### config.mk
export PLATFORM = sky130hd
export DESIGN_NAME = tev_link
export DESIGN_NICKNAME = d
export VERILOG_FILES = /design/src/rtl/tev_pkg.sv /design/src/rtl/tev_sync_edge.sv /design/src/rtl/tev_unit_ctl.sv /design/src/rtl/tev_route.sv /design/src/rtl/tev_link.sv
export SDC_FILE = /design/constraint.sdc
export NUM_CORES = 1
export LEC_CHECK = 0
export ABC_CLOCK_PERIOD_IN_PS = 1100
export CELL_PAD_IN_SITES_DETAIL_PLACEMENT = 1
export CELL_PAD_IN_SITES_GLOBAL_PLACEMENT = 1
export CORE_MARGIN = 3
export CORE_UTILIZATION = 25
export DETAILED_ROUTE_END_ITERATION = 7
export GPL_ROUTABILITY_DRIVEN = 0
export PLACE_DENSITY = 0.84
export SETUP_SLACK_MARGIN = 0.05
export SLEW_MARGIN = 20
export SYNTH_ARGS = -nofsm -noshare
export SYNTH_HDL_FRONTEND = slang
export SYNTH_SLANG_ARGS = --single-unit
export TNS_END_PERCENT = 5
### constraint.sdc
create_clock -name clk -period 1.1 [get_ports clk]
set_input_delay 0.22 -clock clk [delete_from_list [all_inputs] [get_ports clk]]
set_output_delay 0.22 -clock clk [all_outputs]
set_load 0.1 [all_outputs]
### src/rtl/tev_pkg.sv
package tev_pkg;

    localparam int MODE_W = 3;

    typedef enum logic [MODE_W-1:0] {
        TM_CAPTURE = 3'd0,
        TM_COMPARE = 3'd1,
        TM_PWM     = 3'd2,
        TM_RSPWM   = 3'd3,
        TM_CPWM    = 3'd4,
        TM_PWM3    = 3'd5
    } tm_mode_e;

    // Actions an incoming event may request for one unit
    typedef struct packed {
        logic cap;
        logic cut;
    } evt_act_t;

    function automatic logic is_capture_mode(input logic [MODE_W-1:0] m);
        return m == TM_CAPTURE;
    endfunction

    function automatic logic is_pulse_mode(input logic [MODE_W-1:0] m);
        return (m == TM_PWM) || (m == TM_RSPWM) || (m == TM_CPWM) || (m == TM_PWM3);
    endfunction

endpackage

### src/rtl/tev_sync_edge.sv
module tev_sync_edge #(
    parameter int STAGES = 2
) (
    input  logic clk,
    input  logic rst,
    input  logic din,
    output logic rise
);
    logic [STAGES-1:0] sh;
    logic              prev;

    always_ff @(posedge clk) begin
        if (rst) begin
            sh   <= '0;
            prev <= 1'b0;
        end else begin
            sh   <= {sh[STAGES-2:0], din};
            prev <= sh[STAGES-1];
        end
    end

    assign rise = sh[STAGES-1] & ~prev;
endmodule

### src/rtl/tev_unit_ctl.sv
module tev_unit_ctl
    import tev_pkg::*;
(
    input  logic              clk,
    input  logic              rst,
    input  logic [MODE_W-1:0] mode,
    input  logic              cap_en,
    input  logic              cut_en,
    input  logic              evt_rise,
    input  logic              flag_clr,
    input  logic              cut_clr,
    output logic              capd_strobe,
    output logic              capd_flag,
    output logic              cutoff
);
    evt_act_t act;

    always_comb begin
        act.cap = evt_rise & is_capture_mode(mode) & cap_en;
        act.cut = evt_rise & is_pulse_mode(mode) & cut_en;
    end

    always_ff @(posedge clk) begin
        if (rst) begin
            capd_strobe <= 1'b0;
            capd_flag   <= 1'b0;
            cutoff      <= 1'b0;
        end else begin
            capd_strobe <= act.cap;
            if (act.cap)       capd_flag <= 1'b1;
            else if (flag_clr) capd_flag <= 1'b0;
            if (act.cut)       cutoff <= 1'b1;
            else if (cut_clr)  cutoff <= 1'b0;
        end
    end
endmodule

### src/rtl/tev_route.sv
module tev_route
    import tev_pkg::*;
#(
    parameter int NUM_UNITS   = 2,
    parameter int CH_PER_UNIT = 4,
    parameter int ROUTED_CH   = 2
) (
    input  logic                             clk,
    input  logic                             rst,
    input  logic [NUM_UNITS*CH_PER_UNIT-1:0] ch_strobe,
    input  logic                             udf_strobe,
    input  logic [MODE_W-1:0]                udf_mode,
    output logic [NUM_UNITS*ROUTED_CH:0]     evr_out,
    output logic [NUM_UNITS*CH_PER_UNIT-1:0] dma_out
);
    localparam int EVR_W = NUM_UNITS*ROUTED_CH + 1;

    logic [EVR_W-1:0] evr_d;

    for (genvar u = 0; u < NUM_UNITS; u++) begin : g_unit
        for (genvar c = 0; c < ROUTED_CH; c++) begin : g_ch
            assign evr_d[u*ROUTED_CH + c] = ch_strobe[u*CH_PER_UNIT + c];
        end
    end
    assign evr_d[EVR_W-1] = udf_strobe & (udf_mode == TM_CPWM);

    always_ff @(posedge clk) begin
        if (rst) begin
            evr_out <= '0;
            dma_out <= '0;
        end else begin
            evr_out <= evr_d;
            dma_out <= ch_strobe;
        end
    end
endmodule

### src/rtl/tev_link.sv
module tev_link
    import tev_pkg::*;
#(
    parameter int NUM_UNITS   = 2,
    parameter int CH_PER_UNIT = 4,
    parameter int ROUTED_CH   = 2,
    parameter int SYNC_STAGES = 2
) (
    input  logic                             clk,
    input  logic                             rst,
    input  logic [NUM_UNITS*MODE_W-1:0]      unit_mode,
    input  logic [NUM_UNITS-1:0]             cap_en,
    input  logic [NUM_UNITS-1:0]             cut_en,
    input  logic [NUM_UNITS-1:0]             evt_in,
    input  logic [NUM_UNITS-1:0]             flag_clr,
    input  logic [NUM_UNITS-1:0]             cut_clr,
    input  logic [NUM_UNITS*CH_PER_UNIT-1:0] ch_strobe,
    input  logic                             udf_strobe,
    output logic [NUM_UNITS-1:0]             capd_strobe,
    output logic [NUM_UNITS-1:0]             capd_flag,
    output logic [NUM_UNITS-1:0]             cutoff,
    output logic [NUM_UNITS*ROUTED_CH:0]     evr_out,
    output logic [NUM_UNITS*CH_PER_UNIT-1:0] dma_out
);
    localparam int LAST = NUM_UNITS - 1;

    logic [NUM_UNITS-1:0] evt_rise;

    for (genvar u = 0; u < NUM_UNITS; u++) begin : g_unit
        tev_sync_edge #(.STAGES(SYNC_STAGES)) u_sync (
            .clk  (clk),
            .rst  (rst),
            .din  (evt_in[u]),
            .rise (evt_rise[u])
        );

        tev_unit_ctl u_ctl (
            .clk         (clk),
            .rst         (rst),
            .mode        (unit_mode[u*MODE_W +: MODE_W]),
            .cap_en      (cap_en[u]),
            .cut_en      (cut_en[u]),
            .evt_rise    (evt_rise[u]),
            .flag_clr    (flag_clr[u]),
            .cut_clr     (cut_clr[u]),
            .capd_strobe (capd_strobe[u]),
            .capd_flag   (capd_flag[u]),
            .cutoff      (cutoff[u])
        );
    end

    tev_route #(
        .NUM_UNITS   (NUM_UNITS),
        .CH_PER_UNIT (CH_PER_UNIT),
        .ROUTED_CH   (ROUTED_CH)
    ) u_route (
        .clk        (clk),
        .rst        (rst),
        .ch_strobe  (ch_strobe),
        .udf_strobe (udf_strobe),
        .udf_mode   (unit_mode[LAST*MODE_W +: MODE_W]),
        .evr_out    (evr_out),
        .dma_out    (dma_out)
    );
endmodule

# ---- After elaboration in Yosys (flattened, before gate mapping)
# Cells that the tools add are included.
dict set report classes {
  eq_ne 8
  n_mux 8
  n_bitwise 13
  reduce_logical 12
}
# cell n
set op_table {}
lappend op_table {{3-bit by 2-bit == test with 1-bit output (second input constant)} 4}
lappend op_table {{3-bit == test (second input constant)} 4}
lappend op_table {{1-bit AND} 11}
lappend op_table {{1-bit two-way mux} 8}
lappend op_table {{2-bit nonzero test} 4}
lappend op_table {{3-bit logical NOT} 2}
lappend op_table {{1-bit logical OR} 6}
lappend op_table {{1-bit NOT} 2}
dict set report totals {
  register_bits 25
  input_bits 27
  elab_cells 53
}

# ---- Logic depth before layout (Yosys ltp)
# Gate-level depths: netlist of the first run.
dict set report logic_depth {
  word_depth 7
  mapped_depth 3
  mapped_depth_nobuf 2
}

# ---- Modules after synthesis
# Synthesis of the first run repeated with hierarchy kept, for this count alone.
dict set report hier_totals {
  hier_cells 59
  hier_area_um2 711.9
}
# module instances cells_per_inst area_per_inst_um2 seq_area_each_um2
set modules_own_cells {}
lappend modules_own_cells {tev_route 1 23 294.0 180.2}
lappend modules_own_cells {tev_unit_ctl 2 11 121.4 60.1}
lappend modules_own_cells {tev_sync_edge 2 7 87.6 60.1}

# ---- Worst setup path before layout of the first run
# OpenSTA, ideal clock, no wires.
dict set report synth_timing {
  path_kind {register to output}
  start {register u_route.dma_out[0] (netlist name)}
  end {output evr_out[0]}
  arrival_time_ps 1356
  setup_slack_ps -476
  path_stages_with_launch 2
  n_path_buf 1
  cell_sequence {dfxtp_1 buf_4}
}
# item line
set synth_rtl {}
lappend synth_rtl {{end, declared} tev_link.sv:22} ;# output logic [NUM_UNITS*ROUTED_CH:0] evr_out,

# ---- Worst setup path after layout of the first run
dict set report layout_timing {
  start {register g_unit[0].u_ctl.capd_flag}
  end {output capd_flag[0]}
}
# item line
set layout_rtl {}
lappend layout_rtl {{start, declared} tev_unit_ctl.sv:13} ;# output logic capd_flag,
lappend layout_rtl {{start signal, assigned} tev_unit_ctl.sv:26} ;# capd_flag <= 1'b0;
lappend layout_rtl {{start signal, assigned} tev_unit_ctl.sv:30} ;# if (act.cap) capd_flag <= 1'b1;
lappend layout_rtl {{start signal, assigned} tev_unit_ctl.sv:31} ;# else if (flag_clr) capd_flag <= 1'b0;
lappend layout_rtl {{end, declared} tev_link.sv:20} ;# output logic [NUM_UNITS-1:0] capd_flag,
# No word-level cell between the ends.

==> results of run 1 <==
[sequential cells by signal, indices dropped and copies added, names as in the netlist]
name	count
g_unit.u_ctl.capd_strobe	2
u_route.evr_out	1
g_unit.u_ctl.cutoff	2
u_route.dma_out	8
g_unit.u_ctl.capd_flag	2
g_unit.u_sync.prev	2
g_unit.u_sync.sh	4
[repair_timing]
action | 4_1_cts | 5_1_grt
setup endpoints to repair | 26 | 24
pin swaps | 2 | 0
buffers inserted | 0 | 0
gates resized for setup | 19 | 3
endpoints found under the hold margin | 0 | 0
[cell usage in the layout, fill, tap and decap left out, types with 3 or more instances in the layout]
master                            Yosys  final
sky130_fd_sc_hd__clkdlybuf4s50_1      0     24
sky130_fd_sc_hd__buf_12               0     19
sky130_fd_sc_hd__nor2b_1             12     12
sky130_fd_sc_hd__dfxtp_2              0     12
sky130_fd_sc_hd__dfxtp_1             21      5
sky130_fd_sc_hd__dfxtp_4              0      4
sky130_fd_sc_hd__clkbuf_4             1      3
sky130_fd_sc_hd__buf_4               10      3
[cells by family (layout without fill, tap and decap cells)]
logic type,after synthesis,count (layout),share of synthesized area
AND/OR/NAND/NOR,26,26,0.232
flip-flops,21,21,0.562
buffers and inverters,14,55,0.125
AO/OA/AOI/OAI,4,4,0.0569
XOR/XNOR,2,2,0.0234
[report_power, final]
part	switching, mW	internal, mW
registers	0.0235	0.785
clock network	0.232	0.136
logic	0.252	0.210
total	0.508	1.13
[worst min-delay path by stage]
| stage | startpoint | end | slack, ns | cells after the start |
|---|---|---|---|---|
| 2_1_floorplan | unit_mode[0] | g_unit[0].u_ctl.capd_strobe | 0.30 | 1 |
| 3_3_place_gp | g_unit[0].u_sync.sh[0] | g_unit[0].u_sync.sh[1] | 0.42 | 1 |
| 3_5_place_dp | g_unit[0].u_sync.sh[0] | g_unit[0].u_sync.sh[1] | 0.43 | 1 |
| 4_1_cts | unit_mode[5] | u_route.evr_out[4] | 0.31 | 3 |
| 5_1_grt | unit_mode[5] | u_route.evr_out[4] | 0.32 | 3 |
| 6_report | unit_mode[5] | u_route.evr_out[4] | 0.32 | 3 |
[area by class of cell]
cell class	instances	area, µm²
Clock buffer	3	22.5
Clock inverter	1	5.00
Fill cell	282	1320
Inverter	2	7.51
Multi-Input combinational cell	32	287
Sequential cell	21	450
Tap cell	31	38.8
Timing Repair Buffer	49	672
[worst register-to-register path, cell delays in order, from the launching register on]
cell and delay (ns):
sky130_fd_sc_hd__dfxtp_1 0.33, sky130_fd_sc_hd__or4bb_4 0.55, sky130_fd_sc_hd__o32ai_4 0.11
[Yosys cell counts]
cell type	n
sky130_fd_sc_hd__a22o_1	1
sky130_fd_sc_hd__and2b_1	2
sky130_fd_sc_hd__and4bb_2	1
sky130_fd_sc_hd__buf_4	10
sky130_fd_sc_hd__clkbuf_1	1
sky130_fd_sc_hd__clkbuf_4	1
sky130_fd_sc_hd__dfxtp_1	21
sky130_fd_sc_hd__inv_1	2
sky130_fd_sc_hd__nand2_1	1
sky130_fd_sc_hd__nand2b_1	2
sky130_fd_sc_hd__nor2_1	3
sky130_fd_sc_hd__nor2b_1	12
sky130_fd_sc_hd__nor4_1	1
sky130_fd_sc_hd__o32ai_1	2
sky130_fd_sc_hd__o41ai_2	1
sky130_fd_sc_hd__or3_1	1
sky130_fd_sc_hd__or3b_2	1
sky130_fd_sc_hd__or3b_4	1
sky130_fd_sc_hd__or4bb_1	1
sky130_fd_sc_hd__xnor2_1	1
sky130_fd_sc_hd__xor2_1	1
[per-layer routing]
| metal | wire [µm] | share of wire | track usage | vias up |
|---|---|---|---|---|
| met5 | 0 | 0 | 0 | - |
| met4 | 23 | 0.011 | 0.0557 | 0 |
| met1 | 693 | 0.33 | 0.104 | 284 |
| met3 | 154 | 0.073 | 0.0234 | 2 |
| li1 | - | - | - | 290 |
| met2 | 1230 | 0.59 | 0.249 | 30 |
[per-stage QoR]
step / utilization / setup TNS [ns]
3_3_place_gp: 0.495 / -3.21
3_5_place_dp: 0.495 / -3.82
5_1_grt: 0.529 / -0.353
4_1_cts: 0.522 / -0.0577
2_1_floorplan: - / -0.116
6_report: 0.529 / -0.0663
==> flow_results.org, run 1 <==
** Outcome
- The run finished, with violations left.
- Violated checks :: negative setup slack

** Route
- The final layout contains routed wiring with a total length of approximately 2100 µm.
- The count of nets left with antenna violations once routing finished came out at 0.
- Average wire per cell in the routed design :: 15.1 µm
- The detailed router finished its first iteration with 8 violations.
- The first TritonRoute pass finished after 3 iterations.
- Dividing the detail-routed via count by the number of cells gives roughly 4.4.
- Drc violations :: 0
- The detailed router placed 606 vias in this run.

** Worst setup path
- Worst reg2reg path endpoint :: g_unit[1].u_ctl.capd_flag
- Startpoint type of the worst setup path :: flop
- The most critical setup path has its startpoint at g_unit[0].u_ctl.capd_flag.
- Critical path's top delay family :: flip-flops
- At the worst endpoint, the arrival time is a little over 0.9 ns.
- Counting both buffers and inverters, the worst setup path holds a total of 2.
- Worst r2r path cells :: 2
- Stages on the worst setup path :: 2
- For flop-to-flop paths, the worst setup slack is ~0.030 ns.
- The worst register-to-register path begins at g_unit[1].u_sync.prev.
- Data required, critical path :: 0.88 ns
- Slowest stage cell, crit path :: sky130_fd_sc_hd__dfxtp_2
- In this run the worst path has a maximum fanout of 2.
- Critical path capture point type :: primary output
- Crit-path max cell delay :: about 0.36 ns
- Worst setup endpoint :: capd_flag[0]
- Walking the worst path, the cells encountered are buf_6, buf_12.
- Worst Setup Path Type :: flop to primary output

** Synth
- The share of synthesized area in the top cell type comes to 0.562.
- Sequential-to-total area share from yosys stat :: 0.562
- The number of nets in the synthesized netlist is 94.
- Flip-flop and latch count after synthesis :: 21
- Synth warn :: 0
- The biggest area contributor in the post-synthesis netlist is sky130_fd_sc_hd__dfxtp_1.
- Synthesis handed over a netlist of 67 instances.
- Cell area after synthesis :: around 750 µm²
- Leading cell types by total area after synthesis :: sky130_fd_sc_hd__dfxtp_1 56%, sky130_fd_sc_hd__buf_4 10%, sky130_fd_sc_hd__nor2b_1 10%
- Yosys mapped the design onto 21 distinct sky130hd cell types.
- Each instance of the synthesized netlist takes up on average 11.2 µm².

** STA
- Setup repair after global routing could not meet its margin everywhere.
- Setup violators final :: 2
- At the pin with the least slew margin, the transition time is around 0.22 ns.
- Final Cycle Share :: 1.03
- In this run the tightest slew margin relative to its limit is 0.851.
- The count of pins over their slew limit came to 0.
- Min Clock Period, post-route :: around 1.1 ns
- Clock skew on the completed layout was measured at approximately 0.0012 ns.
- Across all setup checks in the final design, the least slack found is -0.0377 ns.
- For this run, the top clock speed supported by timing is around 880 MHz.
- Final hold violations :: 0
- Post-Route Hold Slack :: 0.324 ns

** Floorplan
- For this configuration, the core starts out at a cell density of 0.267.
- Number of standard-cell rows in the floorplan :: 19
- The floorplan step set the die width to about 60 µm.
- In this run the vertical extent of the chip is approximately 60 µm.
- The floorplan step defined a die boundary enclosing about 3700 µm².
- Core area :: approximately 2800 µm²
- Top-Level Pins :: 46

** Clock network
- CTS built an H-tree with a depth of 1.
- Cell at the root of the clock tree :: sky130_fd_sc_hd__clkbuf_4
- The clock passes through at most 2 buffers.
- TritonCTS built the clock tree.
- CTS hold repair buffers :: 0
- The tree built by TritonCTS fans out to 21 sinks.
- In this run, CTS created clock tree buffers numbering 3.
- Clock edge transition at the registers on the reported setup and hold paths :: 0.11 ns
- Clock latency on the worst-skew pair, taken at its later pin, is about 0.30 ns.

** GRT
- For this run the aggregate overflow at the end of global routing stands at 0.
- For this run, the total global-route usage over all layers was measured as 0.119.
- Wire length of the first global-routing pass :: ~3100 µm
- Largest net degree at the start of global routing :: 13
- The initial antenna violation count was 0.
- Via count of the first global-routing pass :: ~700

** Placed design
- Summed over all nets, the half-perimeter wirelength after detailed placement is about 1700 µm.
- Including well taps, the total number of placed cells is roughly 140.
- Prior to clock tree synthesis, the placed netlist has a worst setup slack of -0.432 ns.
- Port bufs :: 45
- Once placement finished, the instance area stood at 1390 µm².

** Layout
- Excluding fillers, the count of instances in the completed layout stands at roughly 140.
- Antenna Cells :: 0
- At the end of the flow, the number of nets in the layout was between 100 and 150.
- After routing the design area is ~1500 µm².
- From synthesis to final layout, the design area changed by 98.2%.
- Layout cell share with drive strength beyond 1 :: 0.491

** Power and ir drop
- Design Power :: around 1.6 mW
- The analysis attributes to cell leakage a power of 0.578 nW.
- The worst-case IR drop observed on VDD is around 0.43 mV.
- Power spread over the standard cell area amounts to between 1000 and 1500 nW/µm².

** Flow run
- Max-cap violations in this run came to 0.

** Worst hold path
- The tightest min-delay check is of the primary input to flop type.
No activity file was read; power rests on OpenSTA's default activity.
==> run 2, diff against run 1 <==
Settings changed: ABC_CLOCK_PERIOD_IN_PS 1100 to not set.
==> results of run 2 <==
No change in the layout: final DEF, timing and power equal those of run 1.
